<file path="src/rtl/wdog_pkg.sv">
package wdog_pkg;

    // Default geometry of the watchdog
    localparam int WDOG_DATA_W  = 16;
    localparam int WDOG_ADDR_W  = 4;
    localparam int WDOG_SRC_N   = 3;
    localparam int WDOG_DIV_W   = 3;
    localparam int WDOG_DIV_MAX = 5;
    localparam int WDOG_DIV_LOG = 2;

    // Byte offsets of the register slots
    localparam int OFS_TIMEOUT = 'h0;
    localparam int OFS_ENABLE  = 'h4;
    localparam int OFS_COUNT   = 'h8;
    localparam int OFS_CONTROL = 'hC;

endpackage

</file>
<file path="src/rtl/wdog_regs.sv">
module wdog_regs
    import wdog_pkg::*;
#(
    parameter int DATA_W = WDOG_DATA_W,
    parameter int ADDR_W = WDOG_ADDR_W,
    parameter int SRC_N  = WDOG_SRC_N,
    parameter int DIV_W  = WDOG_DIV_W
) (
    input  logic              clk,
    input  logic              rst_n,
    input  logic              bus_we,
    input  logic [ADDR_W-1:0] bus_addr,
    input  logic [DATA_W-1:0] bus_wdata,
    input  logic [DATA_W-1:0] cnt_val,
    output logic [DATA_W-1:0] bus_rdata,
    output logic [DATA_W-1:0] tmo,
    output logic              en,
    output logic [SRC_N-1:0]  src_sel,
    output logic [DIV_W-1:0]  div_code,
    output logic              ctl_wr,
    output logic              cnt_wr
);

    localparam int CTL_W = SRC_N + DIV_W;

    typedef struct packed {
        logic [DATA_W-1:0] tmo;
        logic              en;
        logic [CTL_W-1:0]  ctl;
    } reg_state_t;

    reg_state_t s_d, s_q;
    logic hit_tmo, hit_en, hit_cnt, hit_ctl;

    always_comb begin
        hit_tmo = (bus_addr == ADDR_W'(OFS_TIMEOUT));
        hit_en  = (bus_addr == ADDR_W'(OFS_ENABLE));
        hit_cnt = (bus_addr == ADDR_W'(OFS_COUNT));
        hit_ctl = (bus_addr == ADDR_W'(OFS_CONTROL));

        s_d = s_q;
        if (bus_we && hit_tmo) s_d.tmo = bus_wdata;
        if (bus_we && hit_en)  s_d.en  = bus_wdata[0];
        if (bus_we && hit_ctl) s_d.ctl = bus_wdata[CTL_W-1:0];

        ctl_wr = bus_we && hit_ctl;
        cnt_wr = bus_we && hit_cnt;

        if (hit_tmo)      bus_rdata = s_q.tmo;
        else if (hit_en)  bus_rdata = {{(DATA_W-1){1'b0}}, s_q.en};
        else if (hit_cnt) bus_rdata = cnt_val;
        else if (hit_ctl) bus_rdata = {{(DATA_W-CTL_W){1'b0}}, s_q.ctl};
        else              bus_rdata = '0;
    end

    always_ff @(posedge clk or negedge rst_n) begin
        if (!rst_n) s_q <= '0;
        else        s_q <= s_d;
    end

    assign tmo      = s_q.tmo;
    assign en       = s_q.en;
    assign src_sel  = s_q.ctl[SRC_N-1:0];
    assign div_code = s_q.ctl[CTL_W-1:SRC_N];

    // a control write is visible on the decoded fields one edge later
    p_ctl_load_r2: assert property (@(posedge clk) disable iff (!rst_n)
        ctl_wr |=> ({div_code, src_sel} == $past(bus_wdata[CTL_W-1:0])));

    // the enable flag follows bit 0 of a write to its slot
    p_en_load_r2: assert property (@(posedge clk) disable iff (!rst_n)
        (bus_we && hit_en) |=> (en == $past(bus_wdata[0])));

endmodule

</file>
<file path="src/rtl/wdog_prescaler.sv">
module wdog_prescaler
    import wdog_pkg::*;
#(
    parameter int SRC_N   = WDOG_SRC_N,
    parameter int DIV_W   = WDOG_DIV_W,
    parameter int DIV_MAX = WDOG_DIV_MAX,
    parameter int DIV_LOG = WDOG_DIV_LOG
) (
    input  logic             clk,
    input  logic             rst_n,
    input  logic             en,
    input  logic             ctl_wr,
    input  logic [SRC_N-1:0] src_sel,
    input  logic [DIV_W-1:0] div_code,
    input  logic [SRC_N-1:0] src_tick,
    output logic             tick
);

    localparam int PRE_W = DIV_MAX * DIV_LOG;

    typedef struct packed {
        logic [PRE_W-1:0] cnt;
    } pre_state_t;

    pre_state_t s_d, s_q;
    logic [SRC_N-1:0] src_hit;
    logic             src_ok;
    logic [DIV_W-1:0] div_eff;
    logic [PRE_W-1:0] limit;

    for (genvar g = 0; g < SRC_N; g++) begin : g_src
        assign src_hit[g] = src_sel[g] & src_tick[g];
    end

    always_comb begin
        src_ok  = $onehot(src_sel) && (|src_hit);
        div_eff = (int'(div_code) > DIV_MAX) ? DIV_W'(DIV_MAX) : div_code;
        for (int k = 0; k < PRE_W; k++) begin
            limit[k] = (k < DIV_LOG * int'(div_eff));
        end

        tick = en && !ctl_wr && src_ok && (s_q.cnt == limit);

        s_d = s_q;
        if (!en || ctl_wr)      s_d.cnt = '0;
        else if (src_ok) begin
            if (s_q.cnt == limit) s_d.cnt = '0;
            else                  s_d.cnt = s_q.cnt + PRE_W'(1);
        end
    end

    always_ff @(posedge clk or negedge rst_n) begin
        if (!rst_n) s_q <= '0;
        else        s_q <= s_d;
    end

    // without exactly one selected source no tick leaves the prescaler
    p_no_src_r4: assert property (@(posedge clk) disable iff (!rst_n)
        !$onehot(src_sel) |-> !tick);

    // a disabled block leaves the prescaler at zero for the next period
    p_idle_clear_r6: assert property (@(posedge clk) disable iff (!rst_n)
        !en |=> (s_q.cnt == '0));

    // every emitted tick starts a fresh divide period
    p_wrap_r5: assert property (@(posedge clk) disable iff (!rst_n)
        tick |=> (s_q.cnt == '0));

endmodule

</file>
<file path="src/rtl/wdog_counter.sv">
module wdog_counter
    import wdog_pkg::*;
#(
    parameter int DATA_W = WDOG_DATA_W
) (
    input  logic              clk,
    input  logic              rst_n,
    input  logic              en,
    input  logic              tick,
    input  logic [DATA_W-1:0] tmo,
    input  logic              cnt_wr,
    input  logic [DATA_W-1:0] wdata,
    output logic [DATA_W-1:0] cnt,
    output logic              rst_req
);

    typedef struct packed {
        logic [DATA_W-1:0] cnt;
        logic              req;
    } cnt_state_t;

    cnt_state_t s_d, s_q;
    logic fire;

    always_comb begin
        fire = en && (s_q.cnt == tmo) && !s_q.req;

        s_d     = s_q;
        s_d.req = fire && !cnt_wr;
        if (cnt_wr)    s_d.cnt = wdata;
        else if (fire) s_d.cnt = '0;
        else if (tick) s_d.cnt = s_q.cnt + DATA_W'(1);
    end

    always_ff @(posedge clk or negedge rst_n) begin
        if (!rst_n) s_q <= '0;
        else        s_q <= s_d;
    end

    assign cnt     = s_q.cnt;
    assign rst_req = s_q.req;

    // the reset request never lasts more than one cycle
    p_single_pulse_r10: assert property (@(posedge clk) disable iff (!rst_n)
        rst_req |=> !rst_req);

    // a disabled counter holds unless software loads it
    p_freeze_r7: assert property (@(posedge clk) disable iff (!rst_n)
        (!en && !cnt_wr) |=> $stable(cnt));

    // a bus load wins over ticks and matches
    p_load_r9: assert property (@(posedge clk) disable iff (!rst_n)
        cnt_wr |=> (cnt == $past(wdata)));

    // a timeout match raises the request and restarts the count
    p_timeout_r8: assert property (@(posedge clk) disable iff (!rst_n)
        (en && (cnt == tmo) && !rst_req && !cnt_wr) |=> (rst_req && (cnt == '0)));

endmodule

</file>
<file path="src/rtl/wdog_top.sv">
module wdog_top
    import wdog_pkg::*;
#(
    parameter int DATA_W  = WDOG_DATA_W,
    parameter int ADDR_W  = WDOG_ADDR_W,
    parameter int DIV_W   = WDOG_DIV_W,
    parameter int DIV_MAX = WDOG_DIV_MAX,
    parameter int DIV_LOG = WDOG_DIV_LOG
) (
    input  logic              clk,
    input  logic              rst_n,
    input  logic              bus_we,
    input  logic [ADDR_W-1:0] bus_addr,
    input  logic [DATA_W-1:0] bus_wdata,
    output logic [DATA_W-1:0] bus_rdata,
    input  logic              tick_periph,
    input  logic              tick_rtc,
    input  logic              tick_ext,
    output logic              wdog_reset_req
);

    localparam int SRC_N = 3;

    logic [DATA_W-1:0] tmo, cnt;
    logic              en, ctl_wr, cnt_wr, tick;
    logic [SRC_N-1:0]  src_sel, src_tick;
    logic [DIV_W-1:0]  div_code;

    // Source order matches the select bit positions
    assign src_tick = {tick_ext, tick_rtc, tick_periph};

    wdog_regs #(
        .DATA_W (DATA_W),
        .ADDR_W (ADDR_W),
        .SRC_N  (SRC_N),
        .DIV_W  (DIV_W)
    ) u_regs (
        .clk       (clk),
        .rst_n     (rst_n),
        .bus_we    (bus_we),
        .bus_addr  (bus_addr),
        .bus_wdata (bus_wdata),
        .cnt_val   (cnt),
        .bus_rdata (bus_rdata),
        .tmo       (tmo),
        .en        (en),
        .src_sel   (src_sel),
        .div_code  (div_code),
        .ctl_wr    (ctl_wr),
        .cnt_wr    (cnt_wr)
    );

    wdog_prescaler #(
        .SRC_N   (SRC_N),
        .DIV_W   (DIV_W),
        .DIV_MAX (DIV_MAX),
        .DIV_LOG (DIV_LOG)
    ) u_pre (
        .clk      (clk),
        .rst_n    (rst_n),
        .en       (en),
        .ctl_wr   (ctl_wr),
        .src_sel  (src_sel),
        .div_code (div_code),
        .src_tick (src_tick),
        .tick     (tick)
    );

    wdog_counter #(
        .DATA_W (DATA_W)
    ) u_cnt (
        .clk     (clk),
        .rst_n   (rst_n),
        .en      (en),
        .tick    (tick),
        .tmo     (tmo),
        .cnt_wr  (cnt_wr),
        .wdata   (bus_wdata),
        .cnt     (cnt),
        .rst_req (wdog_reset_req)
    );

endmodule

</file>
<file path="config.mk">
export PLATFORM = sky130hd
export DESIGN_NAME = wdog_top
export DESIGN_NICKNAME = d
export VERILOG_FILES = /design/src/rtl/wdog_pkg.sv /design/src/rtl/wdog_regs.sv /design/src/rtl/wdog_prescaler.sv /design/src/rtl/wdog_counter.sv /design/src/rtl/wdog_top.sv
export SDC_FILE = /design/constraint.sdc
export NUM_CORES = 1
export LEC_CHECK = 0
export CORE_ASPECT_RATIO = 1.2
export CORE_UTILIZATION = 55
export CTS_BUF_LIST = sky130_fd_sc_hd__clkbuf_4
export DETAILED_ROUTE_END_ITERATION = 10
export PLACE_DENSITY = 0.83
export SETUP_SLACK_MARGIN = 0.2
export SKIP_CTS_REPAIR_TIMING = 1
export SLEW_MARGIN = 20
export SYNTH_ARGS = -nofsm -noshare
export SYNTH_HDL_FRONTEND = slang
export SYNTH_SLANG_ARGS = --single-unit
</file>
<file path="constraint.sdc">
create_clock -name clk -period 2.56 [get_ports clk]
set_clock_uncertainty 0.1 [all_clocks]
set_input_delay 0.256 -clock clk [delete_from_list [all_inputs] [get_ports clk]]
set_output_delay 0.256 -clock clk [all_outputs]
set_load 0.01 [all_outputs]
</file>
==> flow_metrics.tcl <==
set metrics [dict create \
    syn_to_final_growth_pct 29.7 \
    antenna_left 0 \
    port_buffers 42 \
    postPlaceCellArea_um2 3650 \
    die_area_um2 5900 \
    ys_types 53 \
    status "completed" \
    route.detailed.drc 0 \
    timing.final.hold_violations 0 \
    die_w_um 70.3 \
    crit_start "bus_addr[0]" \
    clockRootBuffer "clkbuf_4" \
    htree_levels 2 \
    synth_area_leader_cell "dfrtp_1" \
    synth_fa_ha_area_share_pct 1.46 \
    ios 43 \
    core_um2 5330 \
    power.total_mw 2.11 \
    power.density_nw_per_um2 528 \
    dieHeight_um 83.9 \
    post_drt_wl_per_cell_um 19.2 \
    criticalPathCategory "in -> out" \
    max_freq_mhz 415 \
    synth_cells 304 \
    grt_max_degree 27 \
    synth_top_area_share_pct 40.7 \
    place_ws_ps 79.7 \
    final_nets 396 \
    reg2reg_from "u_regs.src_sel[0]" \
    required_ps 2200 \
    syn_avg_cell_area_um2 10.1 \
    cp_cell_sequence "clkdlybuf4s50_1 -> buf_4 -> nor4b_4 -> buf_2 -> a22o_1 -> clkdlybuf4s50_1" \
    relSlewSlack_pct 66.5 \
    yosysSeqAreaShare_pct 40.7 \
    rsz0062_at_grt "yes" \
    maxSlewViolCount 0 \
    clockBufferDepth 2 \
    power_leakage_nw 1.78 \
    antenna_found_initial 0 \
    wl_mm 8.24 \
    cp-start-kind "input pin" \
    fp-row-count 29 \
    synth_ff_type "dfrtp_1" \
    setup-tns-final_ps 0 \
    finalWorstSetupSlack_ps 150 \
    cp_max_fo 5 \
    cts_sinks 50 \
    synth_warnings 0 \
    layout_worst_path_cycle_share_pct 94.1 \
    hold_class "in -> async" \
    cts_tree "yes" \
    arrival_ps 2050 \
    layout_common_cells "49 x dfrtp_1, 36 x nand2_1, 32 x clkdlybuf4s50_1, 24 x mux2_2, 18 x buf_4" \
    grt_overflow 0 \
    synth_area_um2 3080 \
    end_kind "output port" \
    fill_cells 362 \
    vdd_drop_max_mv 0.543 \
    diodes 0 \
    synth_edf_count 0 \
    drive_gt1_share_pct 25.3 \
    post-route-util_pct 74.8 \
    synth-xor-area-share_pct 5.41 \
    synth_simple_gate_area_share_pct 17.0 \
    initial_utilization_pct 57.7 \
    synth_area_leaders "dfrtp_1 41%, mux2_2 8.8%, a22o_1 4.8%" \
    tightest_slew_ps 502 \
    min_period_ps 2410 \
    dp_hpwl_mm 5.67 \
    dr.pass1.iters 5 \
    num_vias 2794 \
    place.gp.congestion 0.942 \
    groute.usage.overall_pct 27.3 \
    grt_pass1_wl_mm 12.6 \
    setup-violations-final 0 \
    crit_top_cell "clkdlybuf4s50_1" \
    crit_path_max_incr_delay_ps 530 \
    layout_commonest_cell "dfrtp_1" \
    synth_compound_area_share_pct 22.4 \
    syn-num-nets 333 \
    clk_pin_slew_ps 150 \
    viasPerCell 6.50 \
    drtIter0Drc 293 \
    insertion_delay_ps 380 \
    synth_seq_cells 50 \
    grt_pass1_vias 2595 \
    slowest_stage "clkdlybuf4s50_1" \
    synth_mux_area_share_pct 9.60 \
    cap_violations 0 \
    fin_area_um2 3990 \
    numCtsBuffers 5 \
    synth_top_family_by_area "compound AO/OA/AOI/OAI gates" \
    async_reset_ff_share_pct 100 \
]
==> registers in the layout, indices dropped and copies added, names as in the netlist <==
| signal | count |
|---|---|
| u_cnt.cnt | 16 |
| u_pre.s_q | 10 |
| u_regs.div_code | 3 |
| u_regs.src_sel | 3 |
| u_regs.en | 1 |
| u_cnt.rst_req | 1 |
| u_regs.tmo | 16 |
==> area by class of cell <==
cell class	count	area (µm²)	share of cell area, %
multi-input combinational	232	1870	46.9
tap	62	77.6	1.94
clock buffer	6	45.0	1.13
inverter	7	26.3	0.659
clock inverter	2	13.8	0.345
timing repair buffer	71	703	17.6
sequential	50	1250	31.4
==> report_power, final <==
part           switching [mW]  internal [mW]  total (mW)
registers               0.179          0.912        1.09
clock network           0.256          0.119       0.375
logic                   0.289          0.353       0.642
==> worst paths after layout <==
path                                           end  slack [ps]  cells after the start
worst min register to register        u_pre.s_q[9]         440                      1
worst max-delay path                  bus_rdata[8]         150                      6
max in group asynchronous       u_regs.div_code[0]        1480                      3
worst max register to register       u_cnt.cnt[12]         210                      8
worst min-delay path                u_regs.tmo[12]         240                      2
min in group clk                         u_regs.en         260                      3
==> per-stage QoR <==
stage / hold WS [ps] / cells
after floorplan: -140 / 304
after global placement: 148 / 412
after detailed placement: 151 / 412
after CTS: -281 / 420
after global routing: 251 / 430
final: 244 / 430
==> cell families after synthesis <==
logic type / after synthesis
adders and majority gates: 3
AOI/OAI and AO/OA: 86
DFF: 50
muxes: 26
and+or+nand+nor: 97
xor gates and xnor gates: 19
buffers and inverters: 23
==> critical path: cells and delay by family <==
family | cells | cell delay, ps
AND/OR/NAND/NOR | 1 | 280
AO/OA/AOI/OAI | 1 | 160
buffers and inverters | 4 | 1360
==> metal layers <==
metal / vias to the layer above / GRT usage, % / part of all wire, %
met3: 20 / 5.68 / 6.3
met2: 106 / 44.7 / 50
met5: - / 0 / 0
li1: 1274 / - / -
met4: 0 / 11.3 / 2.7
met1: 1394 / 34.7 / 41
==> Yosys cell counts, drive strengths merged (5+ instances only) <==
library cell / count
dfrtp: 50
nand3: 12
buf: 8
o21ai: 13
nor3: 5
xnor2: 16
and3: 7
a22o: 17
a222oi: 7
mux2: 25
clkbuf: 8
o2bb2a: 11
a22oi: 7
nor2: 10
a21oi: 10
nand2: 37
inv: 7
nand4: 8
a31oi: 6
No activity file was read; power rests on OpenSTA's default activity.
